$ cat src/rtl/i2c_byte_master.sv
module i2c_byte_master #(
  parameter int DIV_W = 16
) (
  input  logic       clk,
  input  logic       rst_n,
  input  logic       wr_en,
  input  logic [2:0] addr,
  input  logic [7:0] wdata,
  output logic [7:0] rdata,
  output logic       irq,
  output logic       scl_drive_low,
  output logic       sda_drive_low,
  input  logic       sda_in
);
  localparam logic [1:0] S_IDLE = 2'd0, S_START = 2'd1, S_BIT = 2'd2, S_STOP = 2'd3;

  logic [DIV_W-1:0] div, cnt;
  logic       en, ien;
  logic [7:0] txd, rxd, sh;
  logic       p_sto, p_rd, p_wr, p_ack;
  logic [1:0] st, ph;
  logic [3:0] bitn;
  logic       rxack, busy, al, tip, iflag;
  logic       scl_l, sda_l;

  wire cmd_wr = wr_en && addr == 3'd5;
  wire go     = cmd_wr && en && !tip && |wdata[7:4];
  wire tick   = tip && cnt == div;

  assign scl_drive_low = scl_l;
  assign sda_drive_low = sda_l;
  assign irq = iflag & ien;

  always_comb begin
    case (addr)
      3'd2:    rdata = {en, ien, 6'b0};
      3'd4:    rdata = rxd;
      3'd5:    rdata = {rxack, busy, al, 3'b0, tip, iflag};
      default: rdata = 8'h00;
    endcase
  end

  always_ff @(posedge clk or negedge rst_n) begin
    if (!rst_n) begin
      div <= '1; en <= 1'b0; ien <= 1'b0; txd <= '0;
    end else if (wr_en) begin
      case (addr)
        3'd0: div[7:0] <= wdata;
        3'd1: div[DIV_W-1:8] <= wdata[DIV_W-9:0];
        3'd2: {en, ien} <= wdata[7:6];
        3'd4: txd <= wdata;
        default: ;
      endcase
    end
  end

  always_ff @(posedge clk or negedge rst_n) begin
    if (!rst_n) begin
      st <= S_IDLE; ph <= '0; bitn <= '0; cnt <= '0; sh <= '0; rxd <= '0;
      p_sto <= 1'b0; p_rd <= 1'b0; p_wr <= 1'b0; p_ack <= 1'b0;
      rxack <= 1'b0; busy <= 1'b0; al <= 1'b0; tip <= 1'b0; iflag <= 1'b0;
      scl_l <= 1'b0; sda_l <= 1'b0;
    end else begin
      if (cmd_wr && wdata[0]) iflag <= 1'b0;
      if (go) begin
        tip <= 1'b1; al <= 1'b0; ph <= '0; bitn <= '0; cnt <= '0; sh <= txd;
        {p_sto, p_rd, p_wr, p_ack} <= {wdata[6:4], wdata[3]};
        st <= wdata[7] ? S_START : (|wdata[5:4]) ? S_BIT : S_STOP;
      end else if (tip) begin
        cnt <= tick ? '0 : cnt + 1'b1;
        if (tick) begin
          ph <= ph + 1'b1;
          case (st)
            S_START: case (ph)
              2'd0: sda_l <= 1'b0;
              2'd1: scl_l <= 1'b0;
              2'd2: begin sda_l <= 1'b1; busy <= 1'b1; end
              default: begin
                scl_l <= 1'b1;
                if (p_rd || p_wr) st <= S_BIT;
                else if (p_sto) st <= S_STOP;
                else begin st <= S_IDLE; tip <= 1'b0; iflag <= 1'b1; end
              end
            endcase
            S_BIT: case (ph)
              2'd0: sda_l <= (bitn < 4'd8) ? (p_wr & ~sh[7]) : (p_rd & ~p_ack);
              2'd1: scl_l <= 1'b0;
              2'd2: begin
                if (bitn < 4'd8) begin
                  sh <= {sh[6:0], sda_in};
                  if (p_wr && !sda_l && !sda_in) al <= 1'b1;
                end else if (p_wr) rxack <= sda_in;
              end
              default: begin
                scl_l <= 1'b1;
                if (bitn == 4'd8) begin
                  if (p_rd) rxd <= sh;
                  if (p_sto) st <= S_STOP;
                  else begin st <= S_IDLE; tip <= 1'b0; iflag <= 1'b1; end
                end else bitn <= bitn + 1'b1;
              end
            endcase
            S_STOP: case (ph)
              2'd0: sda_l <= 1'b1;
              2'd1: scl_l <= 1'b0;
              2'd2: begin sda_l <= 1'b0; busy <= 1'b0; end
              default: begin st <= S_IDLE; tip <= 1'b0; iflag <= 1'b1; end
            endcase
            default: st <= S_IDLE;
          endcase
        end
      end
    end
  end
endmodule


$ cat config.mk
export PLATFORM = sky130hd
export DESIGN_NAME = i2c_byte_master
export DESIGN_NICKNAME = d
export VERILOG_FILES = /design/src/rtl/i2c_byte_master.sv
export SDC_FILE = /design/constraint.sdc
export NUM_CORES = 1
export LEC_CHECK = 0
export BUFFER_PORTS_ARGS = -buffer_cell sky130_fd_sc_hd__buf_4
export CAP_MARGIN = 20
export CORE_MARGIN = 4
export CORE_UTILIZATION = 36
export CTS_CLUSTER_SIZE = 10
export DETAILED_ROUTE_END_ITERATION = 10
export PLACE_DENSITY_LB_ADDON = 0.2
export SLEW_MARGIN = 20
export SYNTH_ARGS = -nofsm -noshare
export SYNTH_HDL_FRONTEND = slang
export SYNTH_SLANG_ARGS = --single-unit
$ cat constraint.sdc
create_clock -name clk -period 2.2 [get_ports clk]
set_input_delay 0.22 -clock clk [delete_from_list [all_inputs] [get_ports clk]]
set_output_delay 0.22 -clock clk [all_outputs]
set_load 0.02 [all_outputs]
==> results by group <==
Yosys
  • Cells after Synth: about 380
  • Synth Warn #: 0
  • Most frequent cell after synthesis: dfrtp_1
  • Distinct cells, synth: roughly 50
  • Post-synth ARST share: 100%
  • Synth Net Count: between 400 and 500
  • Mean Syn Cell Area: between 10 and 15 um^2
  • Yosys top cell area share: a little under two fifths
  • Post-synthesis sequential area ratio: between 40% and 50%
  • Synthesized flop and latch total: 77
  • Mapped cell area: ~4000 um^2
  • Primary FF master, synth: dfrtp_1
  • Largest cells by area after synthesis: dfrtp_1 (38%), dfstp_2 (10%), mux2_2 (7.8%), mux2i_1 (4.0%), nor2_1 (3.8%)
  • Number of synthesized flops with an enable pin: 0
  • Top cells by count, synth: dfrtp_1 (61), nor2_1 (41), nand2_1 (36)
  • Largest area contributor in the netlist: dfrtp_1

STA
  • RSZ-0062 raised after global routing: true
  • Final Hold Viols: 0
  • Final setup vio count: 0
  • Slew margin rel.: between 60 and 70%
  • Final Skew: between 0.005 and 0.006 ns
  • Total Neg Setup Slack: 0 ns
  • Tcrit/Tclk final: slightly below 100%
  • Fin Hold WS: around 0.13 ns
  • Worst Tran Pin Value: 0.460 ns
  • Post-route setup slack: a little under 0.08 ns
  • Period minus WS final: 2.12 ns
  • Max Transition Viols Final: 0
  • FMAX: 471 MHz

Place
  • DP HPWL: around 7200 um
  • GP Congestion: about 0.79
  • Placed Area: about 4600 um^2
  • Placed cell count: between 500 and 600
  • Place WS: 0.0709 ns
  • Input/output buffers: 25

Critical path
  • Critical path type: flip-flop to flip-flop
  • Critical Path RT: ~2.4 ns
  • Critical path fanouts, max: 8
  • Slowest cell on crit path: dfstp_2
  • CP Buf/Inv Count: 1
  • Largest delay contributor family on the critical path: simple AND/OR/NAND/NOR gates
  • Crit path DAT: 2.34 ns
  • Crit. End Element: flip-flop
  • Crit start category: flip-flop
  • Critical Path Max Stage Delay: around 0.54 ns
  • CP cell instances: xnor2_1 -> nand4_1 -> nor4_4 -> nand2_2 -> or3_4 -> buf_6 -> mux2_4

Power and ir drop
  • Clock share of power: ~31%
  • Sequential share of power: 42.4%
  • Psw: ~1.5 mW
  • Gate power share: roughly a quarter
  • Pwr dens: approximately 1000 nW/um^2
  • Internal power: 3.38 mW
  • Peak supply drop: around 0.00046 V
  • Sw Ratio: around 31%
  • Power Total: around 5 mW
  • Lkg Pwr: 2.26 nW

Route
  • # DRC: 0
  • Iter 0 DRT Violations: approximately 110
  • Vias: 2908
  • Antenna-violating nets left: 0
  • Vias per Instance: between 5 and 6
  • DR WL/cell: 16.7 um
  • Detailed Routing Iterations Pass 1: 4
  • Final wirelength: a little under 10000 um

Clocking
  • CTS Buf Count: 9
  • CTS tree: built
  • Worst skew pair latency: approximately 0.33 ns
  • Clk buf depth: 2
  • Clk sinks: between 70 and 80
  • H-tree depth: 3
  • Clock transition at path regs: 0.06 ns
  • Clk root buf: clkbuf_16

Cells and area
  • Number of antenna diodes: 0
  • Util after Layout: between 40% and 50%
  • Net count, final: roughly 460
  • Area delta synth->final: 21.8%
  • Share of post-route cells with drive strength above 1: a little under a third
  • Fill count: 1047
  • Final instance area: just under 5000 um^2
  • Post-route insts no fill: 575

Global routing
  • GRT overflow: 0
  • Initial antenna violation count: 0
  • Global-route wire length before repair: 15800 um
  • Vias in the first global route: between 2000 and 3000
  • Global-route usage over all layers: ~16%
  • Largest net degree at the start of global routing: 26

Flow run
  • Maxcap violations: 0

Floorplan
  • Io pins: 26
  • Initial Utilization: a little under two fifths
  • Die area: roughly 13000 um^2
  • Core Region: 10900 um^2
  • Die width: about 110 um
  • Rows: 38
  • Die Ht: 114 um

Outcome
  • Status: finished, final reports clean

Hold path
  • Worst min path class: primary input to flip-flop
==> cells in the final DEF (no fill, tap or decap), drive strengths merged, types with 2 or more instances in the layout <==
cell,count
mux2,36
mux2i,16
nand2,37
o21ai,14
xor2,15
a22o,2
clkbuf,13
dfstp,16
a21oi,13
or4,2
and4b,2
dfrtp,61
and3,6
ha,11
o211ai,3
inv,7
nor3,7
nor3b,2
and3b,3
nor2,41
nand2b,5
nand3,10
and2,3
o31ai,3
or3,2
buf,55
a31oi,7
nand4,12
xnor2,14
==> logic make-up (layout without fill, tap and decap cells) <==
kind of cell,after synthesis,after routing,synth area share [%]
muxes,52,52,14.7
DFF,77,77,48.1
AOI/OAI and AO/OA,49,49,7.39
buffers and inverters,20,79,2.26
adders and majority gates,11,11,3.40
and+or+nand+nor,138,138,17.7
xor gates and xnor gates,29,29,6.46
==> area by class of cell <==
class	count	area (um^2)	area share, %
repair buffers	56	443	8.98
inverters	7	26.3	0.533
clock inverters	3	42.5	0.863
flip-flops and latches	77	1950	39.5
multi-input cells	279	2030	41.1
well taps	140	175	3.55
clock buffers	13	270	5.48
==> layer usage <==
layer | wire [um] | share of wire [%] | track usage (%) | vias to the layer above
li1 | - | - | - | 1431
met1 | 4690 | 49 | 21.3 | 1420
met2 | 4450 | 46 | 25.0 | 45
met3 | 318 | 3.3 | 3.61 | 12
met4 | 148 | 1.5 | 4.67 | 0
met5 | 0 | 0 | 0 | -
==> tightest hold or removal path, cell delays in order <==
cell and delay (ns):
buf_4 0.11, nand2_1 0.05, nand2_1 0.05
==> flip-flops by register name (all words and copies together), names as in the netlist, 2 cells and up <==
| name | cells |
|---|---|
| rxd | 8 |
| st | 2 |
| sh | 8 |
| div | 16 |
| txd | 8 |
| cnt | 16 |
| ph | 2 |
| bitn | 4 |
==> repair_timing <==
action / CTS / global route
setup buffers: 0 / 2
setup endpoints to repair: 0 / 10
hold endpoints to repair: 21 / 0
gates resized for setup: 0 / 6
hold buffers: 1 / 0
==> power groups by stage <==
stage	combinational (mW)	clock [mW]	sequential [mW]
6_report	1.31	1.52	2.08
5_1_grt	1.47	1.62	2.13
4_1_cts	1.30	1.57	2.08
3_5_place_dp	1.30	0	2.11
3_3_place_gp	1.27	0	2.10
2_1_floorplan	0.940	0	2.01
==> final timing paths <==
kind | cells after the start | end | slack (ns) | from
worst max-delay path | 7 | rxd[2] | 0.08 | div[14]
worst min-delay path | 3 | p_ack | 0.13 | wdata[3]
worst max register to register | 7 | rxd[2] | 0.08 | div[14]
worst min register to register | 2 | p_ack | 0.48 | p_ack
max in group asynchronous | 3 | div[15] | 1.26 | rst_n
min in group asynchronous | 2 | ph[0] | 0.34 | rst_n
(Power assumes the default switching activity.)
